## config.mk

```make
export PLATFORM = sky130hd
export DESIGN_NAME = tdm_align_shifter
export DESIGN_NICKNAME = d
export VERILOG_FILES = /design/src/rtl/tdm_align_pkg.sv /design/src/rtl/tdm_phase_ctr.sv /design/src/rtl/tdm_byte_fetch.sv /design/src/rtl/tdm_bit_out.sv /design/src/rtl/tdm_align_shifter.sv
export SDC_FILE = /design/constraint.sdc
export NUM_CORES = 1
export LEC_CHECK = 0
export ABC_AREA = 1
export BUFFER_PORTS_ARGS = -buffer_cell sky130_fd_sc_hd__buf_2
export CORE_UTILIZATION = 40
export DETAILED_ROUTE_END_ITERATION = 10
export MAX_ROUTING_LAYER = met4
export PLACE_DENSITY = 0.64
export SLEW_MARGIN = 5
export SYNTH_ARGS = -nofsm -noshare
export SYNTH_HDL_FRONTEND = slang
export SYNTH_HIERARCHICAL = 1
export SYNTH_SLANG_ARGS = --single-unit
```

## constraint.sdc

```tcl
create_clock -name clk -period 1.2 [get_ports clk]
set_input_delay 0.24 -clock clk [delete_from_list [all_inputs] [get_ports clk]]
set_output_delay 0.24 -clock clk [all_outputs]
set_load 0.02 [all_outputs]
```

## src/rtl/tdm_align_pkg.sv

```systemverilog
package tdm_align_pkg;

  localparam int unsigned BYTE_W   = 8;
  localparam int unsigned SUB_LOG2 = 2;                     // ticks per bit = 4
  localparam int unsigned BIT_LOG2 = $clog2(BYTE_W);
  localparam int unsigned CH_W     = 7;                     // up to 128 channels
  localparam int unsigned SLOT_W   = SUB_LOG2 + BIT_LOG2;   // ticks per channel
  localparam int unsigned POS_W    = CH_W + SLOT_W;
  localparam int unsigned OFF_W    = BIT_LOG2 + SUB_LOG2;

  // slot where the next byte is requested: one bit period before slot 0
  localparam logic [SLOT_W-1:0] FETCH_SLOT =
    SLOT_W'((1 << SLOT_W) - (1 << SUB_LOG2));

  typedef enum logic [1:0] {
    RATE_LOW      = 2'd0,
    RATE_MID      = 2'd1,
    RATE_HIGH     = 2'd2,
    RATE_HIGH_ALT = 2'd3
  } rate_t;

  function automatic logic [CH_W-1:0] last_chan(input rate_t r);
    case (r)
      RATE_LOW: last_chan = CH_W'(31);
      RATE_MID: last_chan = CH_W'(63);
      default:  last_chan = CH_W'(127);
    endcase
  endfunction

  function automatic logic [POS_W-1:0] last_pos(input rate_t r);
    last_pos = {last_chan(r), {SLOT_W{1'b1}}};
  endfunction

  // frame position shown in the first tick after the pulse: (A - 4D) mod L
  function automatic logic [POS_W-1:0] start_pos(input rate_t r,
                                                 input logic [OFF_W-1:0] off);
    logic [BIT_LOG2-1:0] dly;
    logic [SUB_LOG2-1:0] adv;
    dly = off[OFF_W-1:SUB_LOG2];
    adv = off[SUB_LOG2-1:0];
    if (dly == '0)
      start_pos = POS_W'(adv);
    else
      start_pos = last_pos(r) + POS_W'(1) - (POS_W'(dly) << SUB_LOG2)
                  + POS_W'(adv);
  endfunction

endpackage

```

## src/rtl/tdm_phase_ctr.sv

```systemverilog
module tdm_phase_ctr
  import tdm_align_pkg::*;
(
  input  logic             clk,
  input  logic             rst_n,
  input  logic             fp_i,
  input  logic [1:0]       rate_i,
  input  logic [OFF_W-1:0] offset_i,
  output logic [POS_W-1:0] pos_q,
  output logic [POS_W-1:0] pos_nx,
  output logic             run_q,
  output logic             run_nx,
  output rate_t            rate_nx
);

  rate_t rate_q;
  logic  pos_en;

  always_comb begin
    pos_en  = fp_i | run_q;
    pos_nx  = pos_q;
    run_nx  = run_q;
    rate_nx = rate_q;
    if (fp_i) begin
      rate_nx = rate_t'(rate_i);
      run_nx  = 1'b1;
      pos_nx  = start_pos(rate_t'(rate_i), offset_i);
    end else if (run_q) begin
      pos_nx = (pos_q == last_pos(rate_q)) ? '0 : pos_q + POS_W'(1);
    end
  end

  always_ff @(posedge clk or negedge rst_n) begin
    if (!rst_n) begin
      pos_q  <= '0;
      run_q  <= 1'b0;
      rate_q <= RATE_LOW;
    end else if (pos_en) begin
      pos_q  <= pos_nx;
      run_q  <= run_nx;
      rate_q <= rate_nx;
    end
  end

endmodule

```

## src/rtl/tdm_byte_fetch.sv

```systemverilog
module tdm_byte_fetch
  import tdm_align_pkg::*;
(
  input  logic              clk,
  input  logic              rst_n,
  input  logic [POS_W-1:0]  pos_nx,
  input  logic              run_nx,
  input  rate_t             rate_nx,
  input  logic [BYTE_W-1:0] byte_i,
  output logic              req_o,
  output logic [CH_W-1:0]   chan_o,
  output logic [BYTE_W-1:0] nxt_byte
);

  logic              req_d, pend_q;
  logic [CH_W-1:0]   cur_ch, chan_d;

  always_comb begin
    req_d  = run_nx && (pos_nx[SLOT_W-1:0] == FETCH_SLOT);
    cur_ch = pos_nx[POS_W-1:SLOT_W];
    chan_d = (cur_ch == last_chan(rate_nx)) ? '0 : cur_ch + CH_W'(1);
  end

  always_ff @(posedge clk or negedge rst_n) begin
    if (!rst_n) begin
      req_o  <= 1'b0;
      pend_q <= 1'b0;
    end else begin
      req_o  <= req_d;
      pend_q <= req_o;
    end
  end

  always_ff @(posedge clk or negedge rst_n) begin
    if (!rst_n)     chan_o <= '0;
    else if (req_d) chan_o <= chan_d;
  end

  always_ff @(posedge clk or negedge rst_n) begin
    if (!rst_n)      nxt_byte <= '0;
    else if (pend_q) nxt_byte <= byte_i;
  end

endmodule

```

## src/rtl/tdm_bit_out.sv

```systemverilog
module tdm_bit_out
  import tdm_align_pkg::*;
(
  input  logic              clk,
  input  logic              rst_n,
  input  logic [POS_W-1:0]  pos_q,
  input  logic [POS_W-1:0]  pos_nx,
  input  logic              run_q,
  input  logic              run_nx,
  input  logic [BYTE_W-1:0] nxt_byte,
  output logic              sdo_o
);

  logic [BYTE_W-1:0]   cur_q;
  logic                load_en;
  logic [BIT_LOG2-1:0] bit_sel;

  always_comb begin
    load_en = run_nx && (pos_nx[SLOT_W-1:0] == '0);
    bit_sel = ~pos_q[SLOT_W-1:SUB_LOG2];   // slot bit 0 -> data bit 7
    sdo_o   = run_q ? cur_q[bit_sel] : 1'b1;
  end

  always_ff @(posedge clk or negedge rst_n) begin
    if (!rst_n)       cur_q <= '0;
    else if (load_en) cur_q <= nxt_byte;
  end

endmodule

```

## src/rtl/tdm_align_shifter.sv

```systemverilog
module tdm_align_shifter
  import tdm_align_pkg::*;
(
  input  logic              clk,
  input  logic              rst_n,
  input  logic              fp_i,
  input  logic [1:0]        rate_i,
  input  logic [OFF_W-1:0]  offset_i,
  output logic              req_o,
  output logic [CH_W-1:0]   chan_o,
  input  logic [BYTE_W-1:0] byte_i,
  output logic              sdo_o
);

  logic [1:0]        rst_pipe;
  logic              rst_core_n;
  logic [POS_W-1:0]  pos_q, pos_nx;
  logic              run_q, run_nx;
  rate_t             rate_nx;
  logic [BYTE_W-1:0] nxt_byte;

  // asynchronous assertion, synchronous release
  always_ff @(posedge clk or negedge rst_n) begin
    if (!rst_n) rst_pipe <= '0;
    else        rst_pipe <= {rst_pipe[0], 1'b1};
  end
  assign rst_core_n = rst_pipe[1];

  tdm_phase_ctr u_phase (
    .clk(clk), .rst_n(rst_core_n), .fp_i(fp_i), .rate_i(rate_i),
    .offset_i(offset_i), .pos_q(pos_q), .pos_nx(pos_nx),
    .run_q(run_q), .run_nx(run_nx), .rate_nx(rate_nx)
  );

  tdm_byte_fetch u_fetch (
    .clk(clk), .rst_n(rst_core_n), .pos_nx(pos_nx), .run_nx(run_nx),
    .rate_nx(rate_nx), .byte_i(byte_i), .req_o(req_o), .chan_o(chan_o),
    .nxt_byte(nxt_byte)
  );

  tdm_bit_out u_out (
    .clk(clk), .rst_n(rst_core_n), .pos_q(pos_q), .pos_nx(pos_nx),
    .run_q(run_q), .run_nx(run_nx), .nxt_byte(nxt_byte), .sdo_o(sdo_o)
  );

endmodule

```

==> flow_metrics.py <==
metrics = {
    "worst_setup_path": {
        "r2r-start": "u_phase/pos_q[0]$_DFFE_PN0P_",
        "worstPathArrival_ns": 2.34,
        "r2r_setup_slack_ns": -0.89,
        "critPathRequiredTime_ns": 1.44,
        "crit_fanout": 5,
        "path_class": "reg2reg",
        "worst_setup_path_end_kind": "register",
        "startpoint": "u_phase/pos_q[0]$_DFFE_PN0P_",
        "r2r-end": "u_fetch/chan_o[0]$_DFFE_PN0P_",
        "r2r_cells": 13,
        "worst_setup_path_start_kind": "register",
    },
    "pwr": {
        "clkPwrFrac_pct": 20.3,
        "power_frac_seq_pct": 38.6,
        "swShare_pct": 36.00,
        "p_per_area_nw_per_um2": 1424,
        "power_leakage_nw": 1.983,
        "p_sw_mw": 1.995,
        "ir_worst_vdd_mv": 1.233,
        "power_frac_comb_pct": 41.0,
        "p_int_mw": 3.547,
    },
    "synth": {
        "synth.avg_cell_area_um2": 7.957,
        "yosys_warnings": 6,
        "synth.top_cell.area_share_pct": 43.59,
        "synth.distinct_cells": 31,
        "syn-num-nets": 328,
        "ys_top_cells_by_area": "dfrtp_1 44%, nand2_1 15%, inv_1 6.1%",
        "netlist_area_um2": 2411,
        "yosysTopAreaCell": "dfrtp_1",
        "synth-seq-cells": 42,
        "synthCells": 303,
        "yosysSeqAreaShare_pct": 43.59,
    },
    "die": {
        "io_pins": 27,
        "num_rows": 27,
        "die_w_um": 79.64,
        "start_util_pct": 42.74,
        "die_area_um2": 6342,
        "fp.dieH_um": 79.64,
        "core_area_um2": 5642,
    },
    "placement": {
        "io_buffers": 26,
        "place_ws_ns": -1.053,
        "place_inst": 464,
        "dp.final_hpwl_um": 4392,
        "gp_congestion": 0.8604,
    },
    "cells_and_area": {
        "fin_util_pct": 68.97,
        "drive_gt1_share_pct": 52.28,
        "area_delta_synth_final_pct": 61.39,
        "diodes": 0,
        "final_nets": 441,
        "layout.cells.non_filler": 489,
        "fillers": 414,
    },
    "drt": {
        "vias": 2362,
        "post_drt_wl_per_cell_um": 13.54,
        "via_per_inst": 4.830,
        "ant_nets": 0,
        "wl_um": 6623,
        "drc": 0,
        "dr.pass1.iters": 4,
        "drtIter0Drc": 90,
    },
    "sta": {
        "final.min_clock_period_ns": 2.095,
        "finalSetupViolCount": 28,
        "fin_crit_sh_pct": 174.6,
        "setup-tns-final_ns": -17.19,
        "setup_ws_ns": -0.8950,
        "fmax_mhz": 477.3,
        "rsz0062_at_grt": "yes",
        "finClkSkew_ns": 0.004126,
        "hold_viol": 0,
        "drv_slew": 0,
    },
    "clocking": {
        "cts-buffers-inserted": 5,
        "cts.htree.levels": 2,
        "root_buffer": "clkbuf_8",
        "cts_tree": "done",
        "clock_sinks": 42,
        "clk_pin_slew_ns": 0.08,
        "cts_buffer_depth": 2,
        "clk_latency_ns": 0.30,
    },
    "global_route": {
        "grt_max_degree": 33,
        "grt_pass1_wl_um": 10380,
        "grt_pass1_vias": 2297,
        "grtUsageTotal_pct": 21.95,
        "antenna_found_initial": 0,
        "gr-total-overflow": 0,
    },
    "status": {
        "violations": "negative setup slack",
        "status": "finished, violations left",
    },
    "worst_hold_path": {
        "hold_class": "reg2async",
    },
    "run": {
        "drv_cap": 0,
    },
}
[registers in the layout, indices dropped and copies added (netlist names)]
signal	flops
u_phase/pos_q	12
u_fetch/chan_o	7
u_phase/rate_q	2
rst_pipe	2
u_fetch/nxt_byte	8
u_fetch/pend_q	1
u_fetch/req_o	1
u_out/cur_q	8
u_phase/run_q	1
[how the worst max path moves through the flow]
| stage | endpoint | slack [ns] |
|---|---|---|
| after global routing | u_fetch/chan_o[6]$_DFFE_PN0P_ | -1.06 |
| after detailed placement | u_fetch/chan_o[2]$_DFFE_PN0P_ | -1.05 |
| after CTS | u_fetch/chan_o[2]$_DFFE_PN0P_ | -0.85 |
| final | u_fetch/chan_o[0]$_DFFE_PN0P_ | -0.89 |
| after floorplan | u_fetch/chan_o[0]$_DFFE_PN0P_ | -0.75 |
| after global placement | u_fetch/chan_o[2]$_DFFE_PN0P_ | -1.03 |
[power by group through the flow]
stage | Combinational [mW] | Sequential (mW) | Clock (mW)
4_1_cts | 1.93 | 2.07 | 1.16
3_5_place_dp | 1.76 | 2.09 | 0
2_1_floorplan | 0.956 | 2.22 | 0
6_report | 2.27 | 2.14 | 1.13
5_1_grt | 2.48 | 2.21 | 1.22
3_3_place_gp | 1.70 | 2.09 | 0
[cells in the mapped netlist, drive strengths merged]
master and number:
nand2 102, dfrtp 42, inv 42, o21ai 25, nor2 23, nand3 22, mux2 8, ha 7
a21oi 5, nand4 4, o31ai 4, xor2 4, xnor2 3, a22oi 2, buf 2, nand3b 2
or2 2, clkbuf 1, conb 1, nor3 1, o21bai 1
[layer usage]
metal / vias up / share of wire (%) / GRT usage (%)
met3: 8 / 3.2 / 3.543
met5: - / 0 / -
met1: 1117 / 43 / 26.94
met4: 0 / 1.4 / 7.273
met2: 49 / 53 / 36.75
li1: 1188 / - / -
[kinds of logic after synthesis]
kind of cell | count (synthesis) | share of synthesized area, %
DFF | 42 | 43.59
and+or+nand+nor | 156 | 28.91
buffers and inverters | 45 | 7.473
AOI/OAI and AO/OA | 37 | 9.963
other | 1 | 0.1555
adders and majority gates | 7 | 3.632
muxes | 8 | 3.737
xor gates and xnor gates | 7 | 2.543
[layout by cell type (no fill, tap or decap), types with 3 or more instances in the layout]
master      Yosys  routed
buf_12          0       3
buf_2           1      25
buf_4           0      63
buf_6           1      13
clkbuf_8        0       5
clkinvlp_4      0       3
dfrtp_1        42      40
ha_1            7       5
inv_1          39      34
inv_2           2       6
mux2_2          8       8
nand2_1        97      64
nand2_2         5      16
nand2_4         0      22
nand3_1        21      14
nand3_2         1       7
nand4_1         3       3
nor2_1         20      15
nor2_2          0       3
nor2_4          3       5
o21ai_0        14       7
o21ai_1         1       4
o21ai_2        10      14
[timing repair]
action                     CTS  global route
setup endpoints to repair   29            29
hold endpoints to repair     2             0
gates resized for setup     34            80
setup buffers                9             9
gates cloned                 1             1
hold buffers                 1             0
pin swaps                    4            37
[through the flow]
step	hold WS, ns	power [mW]	area, µm²
floorplan	-0.05559	3.178	2451
global route	0.1475	5.904	3891
CTS	0.1307	5.161	3493
global placement	0.02475	3.787	3172
detailed placement	0.02859	3.851	3172
finish	0.1237	5.542	3891
[critical path: stages, from the launching register on]
cell and delay, ns:
dfrtp_1 0.40, buf_4 0.16, nand2_2 0.06, nor2_4 0.16
buf_6 0.13, xor2_4 0.16, nand2_4 0.08, nand2_4 0.10
nand2_4 0.06, nor3_4 0.29, buf_4 0.18, buf_6 0.11
nand3_2 0.08, nand2_2 0.06
[cell type report]
cell class | count | area [µm²] | share of cell area [%]
multi-input combinational | 216 | 1592 | 40.90
sequential | 42 | 1054 | 27.07
timing repair buffer | 108 | 872.1 | 22.41
inverter | 42 | 162.7 | 4.180
tap | 72 | 90.09 | 2.315
clock buffer | 5 | 68.82 | 1.768
clock inverter | 3 | 45.04 | 1.158
timing repair inverter | 1 | 7.507 | 0.1929
Note: power is estimated with default switching activity, not from simulation.
